[config.mk]
export PLATFORM = sky130hd
export DESIGN_NAME = fas_rate_alarm
export DESIGN_NICKNAME = d
export VERILOG_FILES = /design/src/rtl/fasm_pkg.sv /design/src/rtl/fasm_win_timer.sv /design/src/rtl/fasm_err_counter.sv /design/src/rtl/fasm_thr_decode.sv /design/src/rtl/fasm_hyst_fsm.sv /design/src/rtl/fas_rate_alarm.sv
export SDC_FILE = /design/constraint.sdc
export NUM_CORES = 1
export LEC_CHECK = 0
export ABC_AREA = 1
export BUFFER_PORTS_ARGS = -buffer_cell sky130_fd_sc_hd__buf_2
export CAP_MARGIN = 20
export CELL_PAD_IN_SITES_DETAIL_PLACEMENT = 2
export CELL_PAD_IN_SITES_GLOBAL_PLACEMENT = 2
export CORE_ASPECT_RATIO = 0.75
export CORE_MARGIN = 10
export CORE_UTILIZATION = 31
export DETAILED_ROUTE_END_ITERATION = 7
export GPL_ROUTABILITY_DRIVEN = 1
export PLACE_DENSITY = 0.79
export SLEW_MARGIN = 20
export SYNTH_ARGS = -nofsm -noshare
export SYNTH_HDL_FRONTEND = slang
export SYNTH_SLANG_ARGS = --single-unit
[constraint.sdc]
create_clock -name clk_i -period 2.15 [get_ports clk_i]
set_clock_uncertainty 0.2 [all_clocks]
set_input_delay 0.43 -clock clk_i [delete_from_list [all_inputs] [get_ports clk_i]]
set_output_delay 0.43 -clock clk_i [all_outputs]
set_load 0.02 [all_outputs]
[src/rtl/fasm_pkg.sv]
package fasm_pkg;

   // Hysteresis states; bit 1 is the alarm level itself
   typedef enum logic [1:0] {
      ST_CLEAR    = 2'b00,
      ST_SET_PEND = 2'b01,
      ST_ALARM    = 2'b10,
      ST_CLR_PEND = 2'b11
   } hyst_st_e;

   // Raise level: linear steps of 2 up to code 8, steps of 4 from code 9
   function automatic logic [5:0] raise_level(input logic [3:0] code);
      int unsigned c;
      c = int'(code);
      if (c <= 8) return 6'(16 + 2 * c);
      else        return 6'(36 + 4 * (c - 9));
   endfunction

   // Drop level: three segments with steps of 1, 2 and 4
   function automatic logic [5:0] drop_level(input logic [2:0] code);
      int unsigned c;
      c = int'(code);
      if (c <= 2)      return 6'(8 + c);
      else if (c <= 5) return 6'(12 + 2 * (c - 3));
      else             return 6'(20 + 4 * (c - 6));
   endfunction

endpackage

[src/rtl/fasm_win_timer.sv]
module fasm_win_timer #(
   parameter int unsigned WIN_TICKS = 2000
) (
   input  logic clk_i,
   input  logic rst_ni,
   input  logic run_i,
   input  logic tick_i,
   output logic win_end_o
);
   localparam int unsigned TW = (WIN_TICKS > 1) ? $clog2(WIN_TICKS) : 1;
   localparam logic [TW-1:0] LAST = TW'(WIN_TICKS - 1);

   logic [TW-1:0] pos_q;

   assign win_end_o = run_i && tick_i && (pos_q == LAST);

   always_ff @(posedge clk_i or negedge rst_ni) begin
      if (!rst_ni) begin
         pos_q <= '0;
      end else if (!run_i) begin
         pos_q <= '0;
      end else if (tick_i) begin
         if (pos_q == LAST) pos_q <= '0;
         else               pos_q <= pos_q + 1'b1;
      end
   end


   win_restart_chk: assert property (@(posedge clk_i) disable iff (!rst_ni)
      win_end_o |=> (pos_q == '0));


   sync_restart_chk: assert property (@(posedge clk_i) disable iff (!rst_ni)
      !run_i |=> (pos_q == '0));

endmodule

[src/rtl/fasm_err_counter.sv]
module fasm_err_counter #(
   parameter int unsigned CNT_W = 6
) (
   input  logic             clk_i,
   input  logic             rst_ni,
   input  logic             inc_i,
   input  logic             clr_i,
   output logic [CNT_W-1:0] cnt_nxt_o
);
   localparam logic [CNT_W-1:0] SAT = {CNT_W{1'b1}};

   logic [CNT_W-1:0] cnt_q;

   // Running total including the current cycle's word, saturating
   always_comb begin
      cnt_nxt_o = cnt_q;
      if (inc_i && (cnt_q != SAT)) cnt_nxt_o = cnt_q + 1'b1;
   end

   always_ff @(posedge clk_i or negedge rst_ni) begin
      if (!rst_ni)    cnt_q <= '0;
      else if (clr_i) cnt_q <= '0;
      else            cnt_q <= cnt_nxt_o;
   end


   sat_hold_chk: assert property (@(posedge clk_i) disable iff (!rst_ni)
      ((cnt_q == SAT) && !clr_i) |=> (cnt_q == SAT));


   idle_stable_chk: assert property (@(posedge clk_i) disable iff (!rst_ni)
      (!inc_i && !clr_i) |=> $stable(cnt_q));

endmodule

[src/rtl/fasm_thr_decode.sv]
module fasm_thr_decode #(
   parameter int unsigned CNT_W       = 6,
   parameter int unsigned TABLE_STYLE = 0
) (
   input  logic [3:0]       raise_code_i,
   input  logic [2:0]       drop_code_i,
   output logic [CNT_W-1:0] raise_lvl_o,
   output logic [CNT_W-1:0] drop_lim_o
);
   import fasm_pkg::*;

   logic [5:0] raise6;
   logic [5:0] drop6;

   generate
      if (TABLE_STYLE == 0) begin : g_arith
         assign raise6 = raise_level(raise_code_i);
         assign drop6  = drop_level(drop_code_i);
      end else begin : g_table
         always_comb begin
            case (raise_code_i)
               4'd0:    raise6 = 6'd16;
               4'd1:    raise6 = 6'd18;
               4'd2:    raise6 = 6'd20;
               4'd3:    raise6 = 6'd22;
               4'd4:    raise6 = 6'd24;
               4'd5:    raise6 = 6'd26;
               4'd6:    raise6 = 6'd28;
               4'd7:    raise6 = 6'd30;
               4'd8:    raise6 = 6'd32;
               4'd9:    raise6 = 6'd36;
               4'd10:   raise6 = 6'd40;
               4'd11:   raise6 = 6'd44;
               4'd12:   raise6 = 6'd48;
               4'd13:   raise6 = 6'd52;
               4'd14:   raise6 = 6'd56;
               default: raise6 = 6'd60;
            endcase
            case (drop_code_i)
               3'd0:    drop6 = 6'd8;
               3'd1:    drop6 = 6'd9;
               3'd2:    drop6 = 6'd10;
               3'd3:    drop6 = 6'd12;
               3'd4:    drop6 = 6'd14;
               3'd5:    drop6 = 6'd16;
               3'd6:    drop6 = 6'd20;
               default: drop6 = 6'd24;
            endcase
         end
      end
   endgenerate

   // A drop level above the raise level is replaced by raise level - 1
   always_comb begin
      raise_lvl_o = CNT_W'(raise6);
      if (drop6 > raise6) drop_lim_o = CNT_W'(raise6 - 6'd1);
      else                drop_lim_o = CNT_W'(drop6);
   end

endmodule

[src/rtl/fasm_hyst_fsm.sv]
module fasm_hyst_fsm #(
   parameter int unsigned CNT_W = 6
) (
   input  logic             clk_i,
   input  logic             rst_ni,
   input  logic             sync_i,
   input  logic             win_end_i,
   input  logic [CNT_W-1:0] cnt_i,
   input  logic [CNT_W-1:0] raise_lvl_i,
   input  logic [CNT_W-1:0] drop_lim_i,
   output logic             alarm_o,
   output logic             chg_o
);
   import fasm_pkg::*;

   hyst_st_e st_q, st_d;
   logic     chg_q;
   logic     raise_ok, drop_ok;

   assign raise_ok = (cnt_i >= raise_lvl_i);
   assign drop_ok  = (cnt_i <= drop_lim_i);

   always_comb begin
      st_d = st_q;
      if (!sync_i) begin
         if (st_q == ST_SET_PEND) st_d = ST_CLEAR;
         if (st_q == ST_CLR_PEND) st_d = ST_ALARM;
      end else if (win_end_i) begin
         case (st_q)
            ST_CLEAR:    st_d = raise_ok ? ST_SET_PEND : ST_CLEAR;
            ST_SET_PEND: st_d = raise_ok ? ST_ALARM    : ST_CLEAR;
            ST_ALARM:    st_d = drop_ok  ? ST_CLR_PEND : ST_ALARM;
            default:     st_d = drop_ok  ? ST_CLEAR    : ST_ALARM;
         endcase
      end
   end

   always_ff @(posedge clk_i or negedge rst_ni) begin
      if (!rst_ni) begin
         st_q  <= ST_CLEAR;
         chg_q <= 1'b0;
      end else begin
         st_q  <= st_d;
         chg_q <= st_d[1] ^ st_q[1];
      end
   end

   assign alarm_o = st_q[1];
   assign chg_o   = chg_q;


   raise_confirm_chk: assert property (@(posedge clk_i) disable iff (!rst_ni)
      $rose(alarm_o) |-> ($past(st_q) == ST_SET_PEND));


   drop_confirm_chk: assert property (@(posedge clk_i) disable iff (!rst_ni)
      $fell(alarm_o) |-> ($past(st_q) == ST_CLR_PEND));


   sync_drop_pend_chk: assert property (@(posedge clk_i) disable iff (!rst_ni)
      !sync_i |=> ((st_q == ST_CLEAR) || (st_q == ST_ALARM)));


   chg_single_chk: assert property (@(posedge clk_i) disable iff (!rst_ni)
      chg_o |=> !chg_o);

endmodule

[src/rtl/fas_rate_alarm.sv]
module fas_rate_alarm #(
   parameter int unsigned WIN_TICKS   = 2000,
   parameter int unsigned CNT_W       = 6,
   parameter int unsigned TABLE_STYLE = 0
) (
   input  logic       clk_i,
   input  logic       rst_ni,
   input  logic       fas_stb_i,
   input  logic       fas_err_i,
   input  logic       in_sync_i,
   input  logic       tick_i,
   input  logic [6:0] thr_cfg_i,
   output logic       alarm_o,
   output logic       alarm_chg_o
);
   // Elaboration-time parameter checks
   generate
      if (CNT_W < 6) begin : g_bad_cntw
         $error("CNT_W must hold the largest raise level of 60");
      end
      if (WIN_TICKS < 1) begin : g_bad_win
         $error("WIN_TICKS must be at least 1");
      end
      if (TABLE_STYLE > 1) begin : g_bad_style
         $error("TABLE_STYLE must be 0 or 1");
      end
   endgenerate

   logic             win_end;
   logic             cnt_inc;
   logic             cnt_clr;
   logic [CNT_W-1:0] cnt_nxt;
   logic [CNT_W-1:0] raise_lvl;
   logic [CNT_W-1:0] drop_lim;

   assign cnt_inc = fas_stb_i && fas_err_i && in_sync_i;
   assign cnt_clr = win_end || !in_sync_i;

   fasm_win_timer #(.WIN_TICKS(WIN_TICKS)) u_timer (
      .clk_i     (clk_i),
      .rst_ni    (rst_ni),
      .run_i     (in_sync_i),
      .tick_i    (tick_i),
      .win_end_o (win_end)
   );

   fasm_err_counter #(.CNT_W(CNT_W)) u_count (
      .clk_i     (clk_i),
      .rst_ni    (rst_ni),
      .inc_i     (cnt_inc),
      .clr_i     (cnt_clr),
      .cnt_nxt_o (cnt_nxt)
   );

   fasm_thr_decode #(.CNT_W(CNT_W), .TABLE_STYLE(TABLE_STYLE)) u_thr (
      .raise_code_i (thr_cfg_i[3:0]),
      .drop_code_i  (thr_cfg_i[6:4]),
      .raise_lvl_o  (raise_lvl),
      .drop_lim_o   (drop_lim)
   );

   fasm_hyst_fsm #(.CNT_W(CNT_W)) u_fsm (
      .clk_i       (clk_i),
      .rst_ni      (rst_ni),
      .sync_i      (in_sync_i),
      .win_end_i   (win_end),
      .cnt_i       (cnt_nxt),
      .raise_lvl_i (raise_lvl),
      .drop_lim_i  (drop_lim),
      .alarm_o     (alarm_o),
      .chg_o       (alarm_chg_o)
   );


   alarm_at_window_chk: assert property (@(posedge clk_i) disable iff (!rst_ni)
      (alarm_o != $past(alarm_o)) |-> $past(win_end));


   chg_marks_edge_chk: assert property (@(posedge clk_i) disable iff (!rst_ni)
      alarm_chg_o |-> (alarm_o != $past(alarm_o)));


   drop_below_raise_chk: assert property (@(posedge clk_i) disable iff (!rst_ni)
      drop_lim < raise_lvl || drop_lim == raise_lvl);

endmodule

Word level (Yosys, flattened, before mapping)
Index checks and enable logic that the tools add are counted.
{ "totals": {"register_bits": 20, "inputBits": 13, "out_inout_bits": 2, "wordCells": 58} }
{ "classes": {"n_addsub": 11, "order_cmp": 6, "eq_ne": 7, "mux": 18, "bitwise": 1, "reduce_logical": 10} }
{ "ops": {"columns": ["op", "n"], "rows": [
  ["6-bit 2-to-1 mux", 6],
  ["11-bit 2-to-1 mux", 3],
  ["2-bit 2-to-1 mux", 6],
  ["11-bit by 1-bit adder with 11-bit output (second input constant)", 1],
  ["11-bit equality test (second input constant)", 1],
  ["4-bit by 6-bit adder with 6-bit output (first input constant)", 1],
  ["5-bit by 5-bit adder with 6-bit output (first input constant)", 1],
  ["5-bit by 6-bit adder with 6-bit output (first input constant)", 1],
  ["6-bit by 1-bit adder with 6-bit output (second input constant)", 1],
  ["6-bit adder (first input constant)", 1],
  ["6-bit >= comparator", 1],
  ["6-bit greater-than comparator", 1],
  ["6-bit <= comparator", 1],
  ["6-bit inequality test (second input constant)", 1],
  ["2-bit one-hot mux with 3 select lines", 1],
  ["6-bit by 1-bit subtractor with 6-bit output (second input constant)", 1],
  ["4-bit by 3-bit adder with 5-bit output (first input constant)", 1],
  ["1-bit logical AND", 5],
  ["2-bit equality test (second input constant)", 2],
  ["4-bit <= comparator (second input constant)", 1],
  ["2-bit by 1-bit inequality test with 1-bit output (second input constant)", 2],
  ["3-bit by 2-bit subtractor with 4-bit output (second input constant)", 1],
  ["3-bit by 3-bit subtractor with 4-bit output (second input constant)", 1],
  ["4-bit subtractor (second input constant)", 1],
  ["other kinds (10)", 11]
]} }

Depth between registers and ports, before layout
{ "depth": {"ltp_word": 12, "ltp_mapped": 28, "mapped_depth_nobuf": 28} }

Modules after synthesis
From an unflattened synthesis, not the netlist that was laid out.
{ "unflattened": {"hier_cells": 335, "area_unflattened_um2": 2253.4} }
{ "by_module_without_submodules": {"columns": ["module", "instances", "cells_each", "area_each_um2", "seq_area_each_um2"], "rows": [
  ["fasm_win_timer", 1, 93, 693.2, 275.3],
  ["fasm_thr_decode", 1, 111, 674.4, 0.0],
  ["fasm_hyst_fsm", 1, 74, 498.0, 75.1],
  ["fasm_err_counter", 1, 52, 369.1, 150.1],
  ["fas_rate_alarm", 1, 5, 18.8, 0.0]
]} }

Least setup slack after synthesis
Ideal clock, no wire load.
{ "synth_timing": {"kind": "input to register", "start": "input thr_cfg_i[6]", "end": "register u_fsm.chg_q, in the netlist u_fsm.chg_o", "setup_time_ns": 0.118, "t_arrival_ns": 3.042, "required_ns": 1.832, "setup_slack_ns": -1.210, "stages": 22, "n_path_buf": 0, "path_cell_list": "inv_2 > ha_1 > a21oi_1 > nor2_1 > nor3b_1 > nor2_1 > ha_1 > nand2_1 > o21ai_0 > nor2_1 > nor2_2 > o21ai_0 > ha_1 > nand2_1 > nor2_1 > nand2_1 > nand3_1 > nand2_1 > nand2_1 > nor2_1 > nand3_1 > nand2_1"} }
{ "synth_between": {"elab_chain_len": 12, "elab_cells_between_ends": 17, "classes_between": "add/sub: 5; order compare: 4; mux: 7; bitwise: 1"} }
{ "synth_rtl": {"columns": ["element", "line_no", "text"], "rows": [
  ["start: declaration", "fas_rate_alarm.sv:12", "input logic [6:0] thr_cfg_i,"],
  ["3-bit by 2-bit subtractor with 4-bit output or 3-bit by 3-bit subtractor with 4-bit output (tied branches)", "fasm_pkg.sv:24, fasm_pkg.sv:25", null],
  ["4-bit by 6-bit adder with 6-bit output or 5-bit by 6-bit adder with 6-bit output (tied branches)", "fasm_pkg.sv:24, fasm_pkg.sv:25", null],
  ["6-bit 2-to-1 mux", "fasm_pkg.sv:24", "else if (c <= 5) return 6'(12 + 2 * (c - 3));"],
  ["6-bit 2-to-1 mux (*)", "fasm_pkg.sv:23", "if (c <= 2) return 6'(8 + c);"],
  ["6-bit greater-than comparator", "fasm_thr_decode.sv:56", "if (drop6 > raise6) drop_lim_o = CNT_W'(raise6 - 6'd1);"],
  ["6-bit 2-to-1 mux (*)", "fasm_thr_decode.sv:56", null],
  ["6-bit <= comparator (*)", "fasm_hyst_fsm.sv:21", "assign drop_ok = (cnt_i <= drop_lim_i);"],
  ["2-bit 2-to-1 mux (*)", "fasm_hyst_fsm.sv:33", "default: st_d = drop_ok ? ST_CLEAR : ST_ALARM;"],
  ["2-bit one-hot mux with 3 select lines (*)", "fasm_hyst_fsm.sv:29", "case (st_q)"],
  ["2-bit 2-to-1 mux (*)", "fasm_hyst_fsm.sv:28", "end else if (win_end_i) begin"],
  ["2-bit 2-to-1 mux (*)", "fasm_hyst_fsm.sv:25", "if (!sync_i) begin"],
  ["1-bit XOR (*)", "fasm_hyst_fsm.sv:44", "chg_q <= st_d[1] ^ st_q[1];"],
  ["end signal: assignment", "fasm_hyst_fsm.sv:44", null],
  ["end: declaration", "fasm_hyst_fsm.sv:17", "logic chg_q;"]
]} }
Every way passes the cells marked *; elsewhere a longest branch is shown, timed or not. The select of a mux whose other input is x is not followed.
A chain may end at the register's enable or synchronous reset.

Worst setup path after layout
{ "layout_timing": {"start": "input thr_cfg_i[5]", "end": "register u_fsm.st_q[0]"} }
{ "layout_between": {"elab_chain_len": 11, "elab_cells_between_ends": 16, "classes_between": "add/sub: 5; order compare: 4; mux: 7"} }
{ "layout_rtl": {"columns": ["element", "line_no", "text"], "rows": [
  ["3-bit by 2-bit subtractor with 4-bit output or 3-bit by 3-bit subtractor with 4-bit output (tied branches)", "fasm_pkg.sv:24, fasm_pkg.sv:25", null],
  ["4-bit by 6-bit adder with 6-bit output or 5-bit by 6-bit adder with 6-bit output (tied branches)", "fasm_pkg.sv:24, fasm_pkg.sv:25", null],
  ["6-bit 2-to-1 mux", "fasm_pkg.sv:24", null],
  ["6-bit 2-to-1 mux (*)", "fasm_pkg.sv:23", null],
  ["6-bit greater-than comparator", "fasm_thr_decode.sv:56", null],
  ["6-bit 2-to-1 mux (*)", "fasm_thr_decode.sv:56", null],
  ["6-bit <= comparator (*)", "fasm_hyst_fsm.sv:21", null],
  ["1-bit 2-to-1 mux (*)", "fasm_hyst_fsm.sv:32", "ST_ALARM: st_d = drop_ok ? ST_CLR_PEND : ST_ALARM;"],
  ["2-bit one-hot mux with 3 select lines (*)", "fasm_hyst_fsm.sv:29", null],
  ["2-bit 2-to-1 mux (*)", "fasm_hyst_fsm.sv:28", null],
  ["2-bit 2-to-1 mux (*)", "fasm_hyst_fsm.sv:25", null],
  ["end signal: assignment", "fasm_hyst_fsm.sv:43", "st_q <= st_d;"],
  ["end: declaration", "fasm_hyst_fsm.sv:16", "hyst_st_e st_q, st_d;"]
]} }
Marked as above.

==> results.json <==
{
  "critPathLaunchType": "input port",
  "grt_max_degree": 21,
  "ys_types": 32,
  "cts_root_buf": "clkbuf_8",
  "drc": 0,
  "syn_avg_cell_area_um2": 6.74,
  "status": "finished, violations left",
  "hold_ws_ps": 351,
  "leakage_uw": 0.00159,
  "ant_nets": 0,
  "insertion_delay_ps": 270,
  "core_area_um2": 6730,
  "area_growth_pct": 52.9,
  "initial_utilization": 0.316,
  "wl_mm": 9.40,
  "clockBufferDepth": 2,
  "slew_headroom": 0.676,
  "die_area_um2": 10600,
  "ys_warn_count": 0,
  "switching_power_uw": 635,
  "yosys.area.top_type_share": 0.235,
  "finalCritPeriodShare": 1.77,
  "synthFlopType": "dfrtp_1",
  "ir_worst_vdd_v": 0.000267,
  "crit_path_end_kind": "flop",
  "layout_setup_ws_ps": -1660,
  "grt_pass1_vias": 2850,
  "nets": 444,
  "final_util": 0.484,
  "stdcell_count": 484,
  "dpl.cell_count": 470,
  "maxSlewViolCount": 0,
  "dp_hpwl_mm": 6.39,
  "sw_frac_of_total": 0.411,
  "fmax_ghz": 0.263,
  "fp.dieW_um": 116,
  "synthArstFlopShare": 1.00,
  "power_frac_seq": 0.255,
  "cts_buffers": 3,
  "gp_congestion": 0.759,
  "grt_usage": 0.169,
  "wl_per_cell_um": 19.4,
  "drive_gt1_frac": 0.403,
  "layout_common_cells": "nand2_1 (72), buf_4 (63), inv_1 (40)",
  "final_area_um2": 3260,
  "initialDrtViolationCount": 95,
  "synth_area_leader_cell": "dfrtp_1",
  "grt-ovfl-total": 0,
  "ys_seq_area_frac": 0.235,
  "violations": "setup timing",
  "hold_viol_final": 0,
  "p_int_uw": 909,
  "worstSetupPathType": "in -> reg",
  "antenna_found_initial": 0,
  "path_clk_slew_ps": 90,
  "share_comb_of_total_power": 0.544,
  "critPathRequiredTime_ps": 2120,
  "place_area_um2": 2840,
  "clock-sinks": 20,
  "worst_slew_pin_slew_ps": 486,
  "rsz0062_at_grt": "true",
  "cp_max_fo": 6,
  "cts_tree": "built",
  "port_buffers": 14,
  "synth-edff-count": 0,
  "worst_ep_arrival_time_ps": 3770,
  "avgViaCountPerCell": 5.05,
  "syn_area_um2": 2130,
  "p_per_area_nw_per_um2": 474,
  "n_antenna_cell": 0,
  "max_cap_viol_count": 0,
  "first_pass_iters": 4,
  "die_h_um": 91.8,
  "clkPwrFrac": 0.201,
  "hp-class": "in -> reg",
  "rows": 26,
  "layout_min_cycle_time_ps": 3810,
  "grt_pass1_wl_mm": 14.6,
  "tns_ps": -4810,
  "syn_nets": 359,
  "synthTopCellsByArea": "dfrtp_1 (23%), ha_1 (18%), nand2_1 (15%), inv_1 (8.5%), nor2_1 (5.6%)",
  "final_common_cell": "nand2_1",
  "h-tree-depth": 1,
  "vias": 2445,
  "setup_viol": 3,
  "postSynthCellCount": 316,
  "io_pins": 15,
  "ys_seq_elements": 20
}
==> cells in the mapped netlist, types with 2 or more instances <==
cell type and count:
o22ai_1 6, xor2_1 7, ha_1 30, xnor2_1 4
inv_2 6, o21ai_2 2, a21oi_1 10, nand2_1 87
nand4_1 4, nor2_1 32, nor2_2 3, inv_1 48
nand3_2 3, nand3_1 13, nor3_1 7, o21ai_1 2
dfrtp_1 20, o21ai_0 15, nand2_2 2, nor3b_1 2
o211ai_1 2
==> power groups by stage <==
stage          combinational [µW]  sequential, µW  clock (µW)
6_report                      840             394         310
5_1_grt                       909             396         337
2_1_floorplan                 310             403           0
4_1_cts                       719             393         310
3_5_place_dp                  555             401           0
3_3_place_gp                  507             400           0
==> critical path, stage by stage <==
cell and delay (ps):
buf_12 120, clkinv_8 50, buf_6 90, ha_4 120, inv_2 40, o21ai_4 230, o21ai_0 170, nand2_1 140
nor2_2 70, ha_4 300, nand2_4 90, nor3_4 280, nor2_2 90, nor2_4 180, buf_4 150, nand2_1 80
o21ai_1 100, ha_1 260, nand2_2 90, nor2_4 60, a21oi_2 190, nand2_2 110, nand2_4 90, nor2_2 50
o21ai_1 100, nand2_1 80
==> registers in the layout (all words and copies together) (netlist names) <==
register	count
u_fsm.chg_o	1
u_fsm.st_q	2
u_count.cnt_q	6
u_timer.pos_q	11
==> per-layer routing <==
metal  part of all wire  vias to the layer above  track usage  wire, µm
met5                  0                        -            0         0
met4              0.026                        0       0.0291       243
met3              0.021                       16       0.0189       193
met2               0.52                       46        0.314      4910
met1               0.43                     1197        0.204      4050
li1                   -                     1186            -         -
==> timing repair <==
action	in CTS	in global routing
setup endpoints to repair	3	3
hold buffers	1	0
setup buffers	7	3
resized for setup	55	19
pin swaps	35	22
endpoints found under the hold margin	20	0
==> through the flow <==
stage	setup WS [ps]	power [µW]
final	-1660	1540
after global routing	-1820	1640
after CTS	-1270	1420
after detailed placement	-1870	956
after global placement	-1670	907
after floorplan	-1050	713
==> layout make-up <==
| class | instances | area [µm²] |
|---|---|---|
| tap | 84 | 105 |
| multi-input combinational | 242 | 1780 |
| clock buffer | 4 | 55.1 |
| inverter | 54 | 218 |
| timing repair buffer | 80 | 603 |
| fill | 777 | 3480 |
| sequential | 20 | 500 |
==> cell families after synthesis <==
kind of cell,count (synthesis),synth area share
flops,20,0.235
compound gates,45,0.133
xor+xnor,11,0.0452
fa+ha+maj,30,0.176
buf+inv,54,0.0951
simple gates,156,0.315
==> final timing paths <==
| check | endpoint | slack (ps) | cells after the start | from |
|---|---|---|---|---|
| min | u_fsm.st_q[0] | 350 | 4 | in_sync_i |
| min in group asynchronous | u_count.cnt_q[3] | 450 | 2 | rst_ni |
| min reg2reg | u_timer.pos_q[0] | 370 | 1 | u_timer.pos_q[0] |
| max in group asynchronous | u_timer.pos_q[2] | 950 | 2 | rst_ni |
| max | u_fsm.st_q[0] | -1660 | 26 | thr_cfg_i[5] |
| max reg2reg | u_fsm.st_q[0] | -830 | 17 | u_count.cnt_q[1] |
No activity file was read; power rests on OpenSTA's default activity.
